$ cat config.mk
export PLATFORM = sky130hd
export DESIGN_NAME = hdlc_tx_engine
export DESIGN_NICKNAME = d
export VERILOG_FILES = /design/src/rtl/hdlc_tx_pkg.sv /design/src/rtl/hdlc_tx_fifo.sv /design/src/rtl/hdlc_crc16.sv /design/src/rtl/hdlc_tx_framer.sv /design/src/rtl/hdlc_tx_engine.sv
export SDC_FILE = /design/constraint.sdc
export NUM_CORES = 1
export LEC_CHECK = 0
export BUFFER_PORTS_ARGS = -buffer_cell sky130_fd_sc_hd__buf_2
export CORE_MARGIN = 1.5
export CORE_UTILIZATION = 60
export DETAILED_ROUTE_END_ITERATION = 6
export HOLD_SLACK_MARGIN = 0.08
export PLACE_DENSITY = 0.86
export SLEW_MARGIN = 15
export SYNTH_ARGS = -nofsm -noshare
export SYNTH_HDL_FRONTEND = slang
export SYNTH_SLANG_ARGS = --single-unit
$ cat constraint.sdc
create_clock -name clk_i -period 3.9 [get_ports clk_i]
set_input_delay 0 -clock clk_i [delete_from_list [all_inputs] [get_ports clk_i]]
set_output_delay 0 -clock clk_i [all_outputs]
set_load 0.005 [all_outputs]
$ cat src/rtl/hdlc_tx_pkg.sv
package hdlc_tx_pkg;
  localparam logic [7:0]  FLAG_BYTE = 8'h7E;
  localparam logic [15:0] CRC_POLY_R = 16'h8408;
  localparam logic [15:0] CRC_SEED = 16'hFFFF;

  typedef enum logic [2:0] {
    ST_FILL, ST_OPEN, ST_DATA, ST_CRC, ST_CLOSE, ST_ABORT
  } tx_state_e;

  function automatic logic [15:0] crc_step(input logic [15:0] c, input logic b);
    logic fb;
    fb = c[0] ^ b;
    return (c >> 1) ^ (fb ? CRC_POLY_R : 16'h0000);
  endfunction
endpackage

$ cat src/rtl/hdlc_tx_fifo.sv
module hdlc_tx_fifo #(
  parameter int DEPTH = 32,
  parameter int DW    = 8
) (
  input  logic          clk_i,
  input  logic          rst_ni,
  input  logic          flush_i,
  input  logic          push_i,
  input  logic [DW-1:0] wdata_i,
  input  logic          pop_i,
  output logic [DW-1:0] rdata_o,
  output logic          empty_o,
  output logic          full_o,
  output logic          ovf_o
);
  localparam int AW = (DEPTH > 1) ? $clog2(DEPTH) : 1;
  localparam int CW = $clog2(DEPTH + 1);

  logic [DW-1:0] mem_q [DEPTH];
  logic [AW-1:0] wp_q, rp_q;
  logic [CW-1:0] cnt_q;
  logic          ovf_q;
  logic          do_pop, do_push;

  assign empty_o = (cnt_q == '0);
  assign full_o  = (cnt_q == CW'(DEPTH));
  assign rdata_o = mem_q[rp_q];
  assign ovf_o   = ovf_q;
  assign do_pop  = pop_i && !empty_o;
  assign do_push = push_i && (!full_o || do_pop);

  function automatic logic [AW-1:0] inc(input logic [AW-1:0] p);
    return (p == AW'(DEPTH - 1)) ? '0 : AW'(p + 1'b1);
  endfunction

  always_ff @(posedge clk_i) begin
    if (do_push && !flush_i) mem_q[wp_q] <= wdata_i;
  end

  always_ff @(posedge clk_i or negedge rst_ni) begin
    if (!rst_ni) begin
      wp_q <= '0; rp_q <= '0; cnt_q <= '0; ovf_q <= 1'b0;
    end else if (flush_i) begin
      wp_q <= '0; rp_q <= '0; cnt_q <= '0; ovf_q <= 1'b0;
    end else begin
      if (do_push) wp_q <= inc(wp_q);
      if (do_pop)  rp_q <= inc(rp_q);
      if (do_push && !do_pop) cnt_q <= CW'(cnt_q + 1'b1);
      else if (do_pop && !do_push) cnt_q <= CW'(cnt_q - 1'b1);
      if (push_i && full_o && !do_pop) ovf_q <= 1'b1;
    end
  end

  assert_cnt_bound_R1: assert property (@(posedge clk_i) disable iff (!rst_ni)
    cnt_q <= CW'(DEPTH));
  assert_pop_nonempty_R1: assert property (@(posedge clk_i) disable iff (!rst_ni)
    pop_i |-> !empty_o);
  assert_ovf_cause_R2: assert property (@(posedge clk_i) disable iff (!rst_ni)
    $rose(ovf_q) |-> $past(push_i && full_o));
endmodule

$ cat src/rtl/hdlc_crc16.sv
module hdlc_crc16
  import hdlc_tx_pkg::*;
(
  input  logic        clk_i,
  input  logic        rst_ni,
  input  logic        init_i,
  input  logic        upd_i,
  input  logic        bit_i,
  output logic [15:0] crc_o,
  output logic [15:0] crc_nx_o
);
  logic [15:0] crc_q;

  assign crc_o    = crc_q;
  assign crc_nx_o = crc_step(crc_q, bit_i);

  always_ff @(posedge clk_i or negedge rst_ni) begin
    if (!rst_ni)     crc_q <= CRC_SEED;
    else if (init_i) crc_q <= CRC_SEED;
    else if (upd_i)  crc_q <= crc_nx_o;
  end
endmodule

$ cat src/rtl/hdlc_tx_framer.sv
module hdlc_tx_framer
  import hdlc_tx_pkg::*;
(
  input  logic        clk_i,
  input  logic        rst_ni,
  input  logic        tick_i,
  input  logic        fill_flags_i,
  input  logic        start_i,
  input  logic        end_i,
  input  logic        abort_i,
  input  logic        empty_i,
  input  logic [7:0]  rdata_i,
  output logic        pop_o,
  input  logic [15:0] crc_i,
  input  logic [15:0] crc_nx_i,
  output logic        crc_init_o,
  output logic        crc_upd_o,
  output logic        crc_bit_o,
  output logic        txd_o,
  output logic        stb_o,
  output logic        urun_o
);
  tx_state_e   st_q;
  logic [15:0] sh_q;
  logic [3:0]  cnt_q;
  logic [2:0]  ones_q;
  logic        start_q, end_q, urun_q, txd_q, stb_q;
  logic        stuff, cur_bit, unit_end, in_frame, ab;

  assign in_frame = (st_q == ST_OPEN) || (st_q == ST_DATA) ||
                    (st_q == ST_CRC)  || (st_q == ST_CLOSE);
  assign ab       = abort_i && in_frame;
  assign stuff    = (ones_q == 3'd5);

  always_comb begin
    if (stuff)                                                cur_bit = 1'b0;
    else if (st_q == ST_ABORT || (st_q == ST_FILL && !fill_flags_i)) cur_bit = 1'b1;
    else                                                      cur_bit = sh_q[0];
    unique case (st_q)
      ST_FILL:  unit_end = fill_flags_i ? (cnt_q == 4'd7) : 1'b1;
      ST_CRC:   unit_end = (cnt_q == 4'd15);
      ST_ABORT: unit_end = (cnt_q == 4'd6);
      default:  unit_end = (cnt_q == 4'd7);
    endcase
  end

  assign pop_o      = tick_i && !ab && !stuff && unit_end && !empty_i &&
                      (st_q == ST_OPEN || st_q == ST_DATA);
  assign crc_init_o = (st_q == ST_OPEN);
  assign crc_upd_o  = tick_i && !ab && !stuff && (st_q == ST_DATA);
  assign crc_bit_o  = sh_q[0];
  assign txd_o      = txd_q;
  assign stb_o      = stb_q;
  assign urun_o     = urun_q;

  always_ff @(posedge clk_i or negedge rst_ni) begin
    if (!rst_ni) begin
      st_q <= ST_FILL; sh_q <= 16'(FLAG_BYTE); cnt_q <= '0; ones_q <= '0;
      start_q <= 1'b0; end_q <= 1'b0; urun_q <= 1'b0; txd_q <= 1'b1; stb_q <= 1'b0;
    end else begin
      stb_q <= tick_i;
      if (start_i) start_q <= 1'b1;
      if (end_i)   end_q   <= 1'b1;
      if (abort_i) begin
        start_q <= 1'b0; end_q <= 1'b0; urun_q <= 1'b0;
      end
      if (ab) begin
        st_q <= ST_ABORT; ones_q <= '0;
        cnt_q <= tick_i ? 4'd1 : 4'd0;
        if (tick_i) txd_q <= 1'b1;
      end else if (tick_i) begin
        txd_q <= cur_bit;
        if (stuff) begin
          ones_q <= '0;
        end else begin
          sh_q   <= sh_q >> 1;
          cnt_q  <= 4'(cnt_q + 1'b1);
          ones_q <= (st_q == ST_DATA || st_q == ST_CRC) ?
                    (cur_bit ? 3'(ones_q + 1'b1) : 3'd0) : 3'd0;
          if (unit_end) begin
            cnt_q <= '0;
            unique case (st_q)
              ST_FILL: begin
                sh_q <= 16'(FLAG_BYTE);
                if (start_q && !abort_i) begin
                  st_q <= ST_OPEN; start_q <= 1'b0;
                end
              end
              ST_OPEN, ST_DATA: begin
                if (!empty_i) begin
                  st_q <= ST_DATA; sh_q <= 16'(rdata_i);
                end else if (end_q) begin
                  st_q <= ST_CRC;
                  sh_q <= ~((st_q == ST_DATA) ? crc_nx_i : crc_i);
                end else begin
                  st_q <= ST_ABORT; ones_q <= '0; urun_q <= 1'b1;
                end
              end
              ST_CRC: begin
                st_q <= ST_CLOSE; sh_q <= 16'(FLAG_BYTE); end_q <= 1'b0;
              end
              default: begin
                st_q <= ST_FILL; sh_q <= 16'(FLAG_BYTE);
              end
            endcase
          end
        end
      end
    end
  end

  assert_stuff_zero_R4: assert property (@(posedge clk_i) disable iff (!rst_ni)
    (tick_i && stuff && !ab) |=> !txd_q);
  assert_abort_ones_R7: assert property (@(posedge clk_i) disable iff (!rst_ni)
    (tick_i && st_q == ST_ABORT) |=> txd_q);
  assert_urun_abort_R7: assert property (@(posedge clk_i) disable iff (!rst_ni)
    $rose(urun_q) |-> st_q == ST_ABORT);
  assert_strobe_R9: assert property (@(posedge clk_i) disable iff (!rst_ni)
    tick_i |=> stb_q);
  assert_reset_abort_R8: assert property (@(posedge clk_i) disable iff (!rst_ni)
    (abort_i && in_frame) |=> st_q == ST_ABORT);
endmodule

$ cat src/rtl/hdlc_tx_engine.sv
module hdlc_tx_engine #(
  parameter int DEPTH = 32,
  parameter int DW    = 8
) (
  input  logic          clk_i,
  input  logic          rst_ni,
  input  logic          wr_en_i,
  input  logic [DW-1:0] wr_data_i,
  input  logic          cmd_start_i,
  input  logic          cmd_end_i,
  input  logic          cmd_reset_i,
  input  logic          fill_flags_i,
  input  logic          bit_tick_i,
  output logic          txd_o,
  output logic          txd_stb_o,
  output logic          wr_ok_o,
  output logic          ovf_o,
  output logic          urun_o
);
  logic [DW-1:0] rdata;
  logic          empty, full, pop;
  logic [15:0]   crc, crc_nx;
  logic          crc_init, crc_upd, crc_bit;

  assign wr_ok_o = !full;

  hdlc_tx_fifo #(.DEPTH(DEPTH), .DW(DW)) u_fifo (
    .clk_i(clk_i), .rst_ni(rst_ni), .flush_i(cmd_reset_i),
    .push_i(wr_en_i), .wdata_i(wr_data_i), .pop_i(pop),
    .rdata_o(rdata), .empty_o(empty), .full_o(full), .ovf_o(ovf_o)
  );

  hdlc_crc16 u_crc (
    .clk_i(clk_i), .rst_ni(rst_ni), .init_i(crc_init), .upd_i(crc_upd),
    .bit_i(crc_bit), .crc_o(crc), .crc_nx_o(crc_nx)
  );

  hdlc_tx_framer u_framer (
    .clk_i(clk_i), .rst_ni(rst_ni), .tick_i(bit_tick_i),
    .fill_flags_i(fill_flags_i), .start_i(cmd_start_i), .end_i(cmd_end_i),
    .abort_i(cmd_reset_i), .empty_i(empty), .rdata_i(rdata[7:0]), .pop_o(pop),
    .crc_i(crc), .crc_nx_i(crc_nx), .crc_init_o(crc_init), .crc_upd_o(crc_upd),
    .crc_bit_o(crc_bit), .txd_o(txd_o), .stb_o(txd_stb_o), .urun_o(urun_o)
  );

  assert_full_blocks_R1: assert property (@(posedge clk_i) disable iff (!rst_ni)
    (full && !pop && !cmd_reset_i) |=> !wr_ok_o);
endmodule

Word-level counts from Yosys, hierarchy flattened
Memory sizes are Yosys's and may differ from the RTL's.
Index checks and enable logic that the tools add are counted.
{ "classes": {"n_addsub": 6, "n_mul": 0, "n_div": 0, "n_eq_ne": 14, "muxes": 73, "n_shift": 0, "magnitude_cmp": 0, "n_reduce_logical": 43, "bitwise_logic": 5} }
{ "ops": {"columns": ["cell", "count"], "rows": [
  ["two-way mux 16 bit", 8],
  ["two-way mux 3 bit", 16],
  ["two-way mux 1 bit", 34],
  ["two-way mux 5 bit", 6],
  ["two-way mux 6 bit", 3],
  ["logical AND 1 bit", 16],
  ["two-way mux 4 bit", 4],
  ["NOT 16 bit", 1],
  ["XOR 15 x 16 -> 16 bit", 1],
  ["nonzero test 2 bit", 6],
  ["adder 5 x 1 -> 5 bit, second input constant", 2],
  ["equality test 5 bit, second input constant", 2],
  ["equality test 3 bit, second input constant", 3],
  ["one-hot mux 3 bit (3 select lines)", 1],
  ["equality test 4 x 3 -> 1 bit, second input constant", 2],
  ["logical NOT 1 bit", 8],
  ["adder 6 x 1 -> 6 bit, second input constant", 1],
  ["equality test 3 x 2 -> 1 bit, second input constant", 2],
  ["equality test 6 bit, second input constant", 1],
  ["logical NOT 6 bit", 1],
  ["logical OR 1 bit", 6],
  ["subtractor 6 x 1 -> 6 bit, second input constant", 1],
  ["adder 4 x 1 -> 4 bit, second input constant", 1],
  ["equality test 4 bit, second input constant", 1],
  ["13 further kinds", 14]
]} }
{ "word_totals": {"ramBits": 256, "memories": 1, "wordCells": 156, "out_inout_bits": 5, "latchBits": 0, "in_bits": 16, "rom_bits": 0, "register_bits": 64} }
{ "mem_list": {"columns": ["memory", "depth", "word_bits", "read_ports", "rd_clocked_by_memory_dff", "wr", "line_no", "source"], "rows": [
  ["u_fifo.mem_q", 32, 8, 1, 0, 1, "hdlc_tx_fifo.sv:19", "logic [DW-1:0] mem_q [DEPTH];"]
]} }

Longest topological paths before layout
Gate-level depths: netlist of the first run.
{ "logic_depth": {"word_depth": 19, "ltp_mapped": 14, "depth_no_buf": 14} }

Cells and area by module
A second synthesis of the first run with hierarchy kept.
{ "unflattened": {"cells_unflattened": 866, "hier_area_um2": 14093.5} }
{ "by_module_without_submodules": {"columns": ["mod", "area_per_inst_um2", "seq_area_each_um2", "cells_each", "instances"], "rows": [
  ["hdlc_tx_fifo", 11098.1, 8112.8, 540, 1],
  ["hdlc_tx_framer", 2150.8, 784.5, 256, 1],
  ["hdlc_crc16", 840.8, 420.4, 69, 1],
  ["hdlc_tx_engine", 3.8, 0.0, 1, 1]
]} }

Worst setup path after synthesis of the first run
OpenSTA, ideal clock, no wires.
{ "synth_timing": {"path_kind": "register to register", "start": "reg u_framer.st_q[1]", "end": "reg u_fifo.cnt_q[5]", "n_path_buf": 1, "t_required_ns": 3.762, "setup_slack_ns": 0.673, "synth_period_minus_slack_ns": 3.227, "stages_incl_launch_ff": 13, "t_arrival_ns": 3.090, "setup_ns": 0.138, "path_cell_list": "dfrtp_1 buf_6 or4_4 a22o_4 a21oi_4 a21o_2 ha_1 a21o_1 a311o_1 a21oi_1 a211oi_1 a211oi_1 a211oi_1"} }
{ "synth_via": {"elab_chain_cells": 17, "word_cells_on_any_way": 27, "classes_between": "eq/ne (5); mux (3); reduce/logical (19)"} }
{ "synth_lines": {"columns": ["item", "line_no", "source"], "rows": [
  ["from (decl)", "hdlc_tx_framer.sv:23", "tx_state_e st_q;"],
  ["from (signal assigned)", "hdlc_tx_framer.sv:58", "st_q <= ST_FILL; sh_q <= 16'(FLAG_BYTE); cnt_q <= '0; ones_q <= '0;"],
  ["from (signal assigned)", "hdlc_tx_framer.sv:68", "st_q <= ST_ABORT; ones_q <= '0;"],
  ["from (signal assigned)", "hdlc_tx_framer.sv:86", "st_q <= ST_OPEN; start_q <= 1'b0;"],
  ["equality test 3 x 1 -> 1 bit / equality test 3 x 2 -> 1 bit (equally long branches)", "hdlc_tx_framer.sv:30, hdlc_tx_framer.sv:48", null],
  ["logical OR 1 bit", "hdlc_tx_framer.sv:30, hdlc_tx_framer.sv:48", null],
  ["logical OR 1 bit", "hdlc_tx_framer.sv:30", "assign in_frame = (st_q == ST_OPEN) || (st_q == ST_DATA) ||"],
  ["logical OR 1 bit", "hdlc_tx_framer.sv:31", "(st_q == ST_CRC) || (st_q == ST_CLOSE);"],
  ["logical AND 1 bit", "hdlc_tx_framer.sv:32", "assign ab = abort_i && in_frame;"],
  ["logical NOT 1 bit", "hdlc_tx_framer.sv:47", "assign pop_o = tick_i && !ab && !stuff && unit_end && !empty_i &&"],
  ["logical AND 1 bit (4 in a row)", "hdlc_tx_framer.sv:47", null],
  ["logical AND 1 bit *", "hdlc_tx_framer.sv:47", null],
  ["logical AND 1 bit *", "hdlc_tx_fifo.sv:29", "assign do_pop = pop_i && !empty_o;"],
  ["logical OR 1 bit", "hdlc_tx_fifo.sv:30", "assign do_push = push_i && (!full_o || do_pop);"],
  ["logical AND 1 bit", "hdlc_tx_fifo.sv:30", null],
  ["logical AND 1 bit / logical NOT 1 bit (equally long branches)", "hdlc_tx_fifo.sv:48, hdlc_tx_fifo.sv:49", null],
  ["two-way mux 6 bit / logical AND 1 bit (equally long branches)", "hdlc_tx_fifo.sv:48, hdlc_tx_fifo.sv:49", null],
  ["two-way mux 6 bit / nonzero test 3 bit (equally long branches)", null, null],
  ["to (signal assigned)", "hdlc_tx_fifo.sv:48", "if (do_push && !do_pop) cnt_q <= CW'(cnt_q + 1'b1);"],
  ["to (signal assigned)", "hdlc_tx_fifo.sv:49", "else if (do_pop && !do_push) cnt_q <= CW'(cnt_q - 1'b1);"],
  ["to (decl)", "hdlc_tx_fifo.sv:21", "logic [CW-1:0] cnt_q;"]
]} }
Every way passes the cells marked *; elsewhere a longest branch is shown, timed or not.
A chain may end at the register's enable or synchronous reset.

Final worst setup path of the first run
Same ends and word-level chain as after synthesis.

==> results of run 1 <==
## sequential cells by signal, summed over array words and instances (netlist names)
register and cells:
u_framer.start_q 1, u_fifo.cnt_q 6, u_framer.stb_o 1, u_fifo.mem_q 256
u_framer.st_q 3, u_framer.ones_q 3, u_framer.sh_q 16, u_framer.txd_o 1
u_framer.urun_o 1, u_framer.cnt_q 4, u_fifo.ovf_o 1, u_crc.crc_o 16
u_fifo.wp_q 5, u_framer.end_q 1, u_fifo.rp_q 5
## layout make-up
cell class                 instances  area [sq um]
sequential                       320          9330
fill                            1442          7160
multi-input combinational        527          4200
clock buffer                      39           816
timing repair buffer              73           541
tap                              285           357
clock inverter                    18           129
inverter                          12          45.0
## worst max-delay path, delay by kind of cell (launching register included)
family          cells  cell delay (ps)
simple gates        1              610
flops               1              560
fa+ha+maj           1              280
compound gates      9             1860
## metal layers
metal  routed length [microns]  global-route usage (%)  up-vias
li1                          -                       -     3648
met1                     11900                    35.4     4168
met2                     15100                    44.3      382
met3                      2210                    3.98       79
met4                      1090                    8.33        0
met5                         0                       0        -
## layout by cell type, fill, tap and decap left out, types with 17 or more instances in the layout
cell type      instances
a22oi_1               19
nor2_1                67
buf_2                 20
dlygate4sd3_1         17
nand2_1               71
edfxtp_1             256
clkbuf_16             31
mux4_2                52
nand3_1               29
dfstp_2               23
dfrtp_1               39
a21oi_1               37
o21ai_0               34
buf_4                 36
mux2i_1               51
## worst paths after layout
kind	from	slack, ps	cells after the start	to
max	u_framer.st_q[1]$_DFFE_PN0P_	450	11	u_fifo.cnt_q[5]$_DFFE_PN0P_
min	rst_ni	150	3	u_fifo.cnt_q[4]$_DFFE_PN0P_
max reg2reg	u_framer.st_q[1]$_DFFE_PN0P_	450	11	u_fifo.cnt_q[5]$_DFFE_PN0P_
min reg2reg	u_framer.sh_q[13]$_DFFE_PN0P_	490	2	u_framer.sh_q[13]$_DFFE_PN0P_
max in group asynchronous	rst_ni	3110	3	u_fifo.rp_q[0]$_DFFE_PN0P_
min in group clk_i	bit_tick_i	180	2	u_framer.stb_o$_DFF_PN0_
## logic make-up (layout without fill, tap and decap cells)
logic type,Yosys count,after routing,synth area share [%]
AND/OR/NAND/NOR,235,235,8.15
adder cells (fa/ha/maj),15,15,1.42
AO/OA/AOI/OAI,160,160,7.77
multiplexers,107,107,12.5
flip-flops,320,320,67.6
XOR/XNOR,10,10,0.635
buffers and inverters,64,142,1.91
## repair_timing
action,4_1_cts,5_1_grt
hold buffers,17,0
endpoints found under the setup margin,0,0
gates resized for setup,0,0
endpoints found under the hold margin,346,0
## power by group
group          internal (mW)  switching [mW]  total [mW]
clock                   1.55            1.25        2.79
sequential              3.91           0.180        4.09
combinational          0.283           0.383       0.665
total                   5.74            1.81        7.55
==> impl_metrics.ini, run 1 <==
[yosys]
ys_async_sr_fraction_pct = 20.0
seq_area_frac_synth_pct = 67.6
syn-instance-count = 911
avgSynthCellArea_sq_um = 15.1
syn_nets = 942
synth_largest_area_cell = edfxtp_1
synth_area_sq_um = 13800
synth.distinct_cells = 65
synth-edff-count = 256
synth_common_cells = edfxtp_1, nand2_1, nor2_1
netlist.area_leader.share_pct = 55.8
synth_area_leaders = edfxtp_1, mux4_2, dfrtp_1
yosysWarnings = 0
yosysMostFrequentCell = edfxtp_1
ys_seq_elements = 320
synth_flop_cell = edfxtp_1

[setup_path]
crit_arrival_ps = 3880
worstSetupPathType = reg2reg
worstPathRequired_ps = 4330
critPathMaxStageDelay_ps = 610
setup.worst_path.end_class = flop
path_cells = or4_4 > a22o_4 > a21oi_4 > a21o_2 > ha_1 > a21o_1 > a311o_1 > a21oi_1 > a211oi_1 > a211oi_1 > a211oi_1
setup.worst_path.start_class = flop
cpMaxStageDelayCell = or4_4
crit_fanout = 17
cpMostUsedCell = a211oi_1

[placement]
dp_cells = 1200
placed_area_sq_um = 14300
hpwl_microns = 18600
port_buffers = 20
post-place-ws_ps = 468
routabilityCongestion = 0.849

[sta]
max_freq_mhz = 290
slew_headroom_pct = 35.9
grt_setup_unrepaired = false
skew_ps = 15.6
min_period_ps = 3450
report.final.slew_viol_count = 0
holdWs_ps = 151
fin_crit_sh_pct = 88.5
tightest_slew_ps = 952
finalSetupViolations = 0
final.setup.worst_slack_ps = 450
fin_tns_setup_ps = 0
finalHoldViolations = 0

[floorplan]
die_area_sq_um = 23900
core_region_area_sq_um = 22600
pin_count = 21
die_w_microns = 155
rows = 55
die_y_microns = 155
start_util_pct = 61.1

[clock_tree]
cts_tree = yes
numCtsBuffers = 31
cts-root-buf = clkbuf_16
clock-sinks = 320
cts.reportedPaths.clkPinSlew_ps = 60
cts_buffer_depth = 3
htreeDepth = 1
clock_latency_ps = 570
cts_setup_buffers = 0

[route]
postRouteWirelength_microns = 30300
detail_route.wl_per_cell_microns = 23.8
viasPerCell = 6.50
drt_iter0_drc = 861
vias = 8277
detail-route-antenna-nets = 0
drc_errors = 0
drtPass1Iterations = 7

[run]
drv_cap = 0

[outcome]
status = finished, final reports clean

[final_layout]
stdcell_area_sq_um = 15400
diodes = 0
synthToLayoutAreaGrowth_pct = 11.8
layout.cells.non_filler = 1274
drive_above_1_share_pct = 19.8
post-route-util_pct = 68.3
nNetsFinal = 996

[power]
power.leakage_nw = 5.26
vdd_drop_max_uv = 479
total_power_mw = 7.55
power_density_nw_per_um2 = 490

[global_route]
grt_usage_pct = 26.1
antenna_found_initial = 0
grt_max_degree = 65
grt_first_pass_wirelength_microns = 47300
grt-ovfl-total = 0
grt_pass1_vias = 8376

[min_path]
min-delay-path-class = in2async
Note: power is estimated with default switching activity, not from simulation.
==> run 2, diff against run 1 <==
--- a/config.mk
+++ b/config.mk
@@ -5,12 +5,13 @@
 export SDC_FILE = /design/constraint.sdc
 export NUM_CORES = 1
 export LEC_CHECK = 0
+export ABC_CLOCK_PERIOD_IN_PS = 3900
 export BUFFER_PORTS_ARGS = -buffer_cell sky130_fd_sc_hd__buf_2
 export CORE_MARGIN = 1.5
 export CORE_UTILIZATION = 60
 export DETAILED_ROUTE_END_ITERATION = 6
 export HOLD_SLACK_MARGIN = 0.08
-export PLACE_DENSITY = 0.86
+export PLACE_DENSITY = 0.74
 export SLEW_MARGIN = 15
 export SYNTH_ARGS = -nofsm -noshare
 export SYNTH_HDL_FRONTEND = slang
==> run 2 against run 1 <==
- clock power about the same
- die area unchanged
- non-clock buffer count increased by 2
- clock skew increased by 0.50 ps
- sequential share of layout area decreased by 0.093 points
- sequential cell count unchanged
- utilization increased by 0.11 points
- cell count increased by 0.24%
- critical path depth unchanged
- global-route usage decreased by 0.48 points
==> impl_metrics.ini, run 2 (same netlist as run 1, synthesis figures left out) <==
[outcome]
status = finished, final reports clean

[clock_tree]
cts_buffer_depth = 3
clock_latency_ps = 580
clock-sinks = 320
numCtsBuffers = 31
cts_tree = yes
cts.reportedPaths.clkPinSlew_ps = 60
cts-root-buf = clkbuf_16
htreeDepth = 1
cts_setup_buffers = 0

[sta]
skew_ps = 16.1
slew_headroom_pct = 39.6
finalHoldViolations = 0
finalSetupViolations = 0
min_period_ps = 3500
fin_tns_setup_ps = 0
holdWs_ps = 80.6
max_freq_mhz = 286
report.final.slew_viol_count = 0
tightest_slew_ps = 907
fin_crit_sh_pct = 89.8
grt_setup_unrepaired = false

[setup_path]
crit_fanout = 21
crit_arrival_ps = 3930
worstSetupPathType = reg2reg
setup.worst_path.start_class = flop
worstPathRequired_ps = 4330
setup.worst_path.end_class = flop

[final_layout]
top_register = u_fifo.mem_q
synthToLayoutAreaGrowth_pct = 12.0
nNetsFinal = 998
diodes = 0
largest_reg_flops = 256
drive_above_1_share_pct = 19.6
fillCellCount = 1502
post-route-util_pct = 68.4
mostFrequentLayoutCell = edfxtp_1
layout_common_cells = edfxtp_1, nand2_1, nor2_1, mux4_2, mux2i_1

[power]
power_density_nw_per_um2 = 490
power.leakage_nw = 5.28
vdd_drop_max_uv = 437
total_power_mw = 7.56

[route]
detail-route-antenna-nets = 0
drt_iter0_drc = 584
drtPass1Iterations = 5
drc_errors = 0
detail_route.wl_per_cell_microns = 22.9
vias = 8026
postRouteWirelength_microns = 29300
viasPerCell = 6.29

[global_route]
grt_usage_pct = 25.7
grt_max_degree = 56
antenna_found_initial = 0
grt_first_pass_wirelength_microns = 46400
grt_pass1_vias = 8198
grt-ovfl-total = 0

[run]
drv_cap = 0

[placement]
hpwl_microns = 18400
routabilityCongestion = 0.864
port_buffers = 20

[floorplan]
rows = 55
start_util_pct = 61.1
die_area_sq_um = 23900
die_y_microns = 155
die_w_microns = 155
pin_count = 21
core_region_area_sq_um = 22600

[min_path]
min-delay-path-class = in2async
run 2: metal layers:
metal  GRT usage, %  up-vias  share of wire [%]
li1               -     3652                  -
met2           43.3      266                 50
met5              0        -                  0
met4           7.33        0                2.6
met1           35.4     4051                 42
met3           3.56       57                5.7
run 2: power breakdown:
group	internal (mW)	switching (mW)	total, mW
sequential	3.91	0.187	4.10
clock	1.59	1.22	2.81
combinational	0.279	0.373	0.652
total	5.78	1.78	7.56
run 2: per-stage QoR:
step	area, sq um	worst slack, ps	std cells
floorplan	13800	673	911
global placement	14400	534	1205
detailed placement	14400	456	1205
CTS	15400	445	1277
global route	15400	145	1277
finish	15400	399	1277
run 2: worst paths after layout:
kind / from / to / slack (ps) / cells after the start
worst max-delay path: u_framer.st_q[2]$_DFFE_PN0P_ / u_fifo.cnt_q[5]$_DFFE_PN0P_ / 400 / 11
worst min-delay path: rst_ni / u_fifo.cnt_q[3]$_DFFE_PN0P_ / 80 / 2
worst max register to register: u_framer.st_q[2]$_DFFE_PN0P_ / u_fifo.cnt_q[5]$_DFFE_PN0P_ / 400 / 11
worst min register to register: u_framer.sh_q[15]$_DFFE_PN0P_ / u_framer.sh_q[15]$_DFFE_PN0P_ / 480 / 2
max in group asynchronous: rst_ni / u_crc.crc_o[6]$_DFFE_PN1P_ / 2890 / 3
min in group clk_i: fill_flags_i / u_framer.st_q[2]$_DFFE_PN0P_ / 140 / 5
run 2: what timing repair did:
item | CTS | global route
hold buffers | 14 | 0
resized for setup | 0 | 0
hold endpoints to repair | 318 | 0
run 2: worst max-delay path, cell delays in order, from the launching register on:
cell	delay (ps)
dfrtp_1	740
nor4b_1	390
o2111ai_2	260
a21oi_4	230
a21o_2	260
ha_1	260
a21o_1	200
a311o_1	340
a21oi_1	280
a211oi_1	100
a211oi_1	220
a211oi_1	70
run 2: cell type report:
class	instances	area, sq um	area share (%)
sequential	320	9330	60.4
multi-input combinational	527	4200	27.2
clock buffer	40	810	5.24
timing repair buffer	75	561	3.63
tap	285	357	2.31
clock inverter	18	139	0.900
inverter	12	45.0	0.292
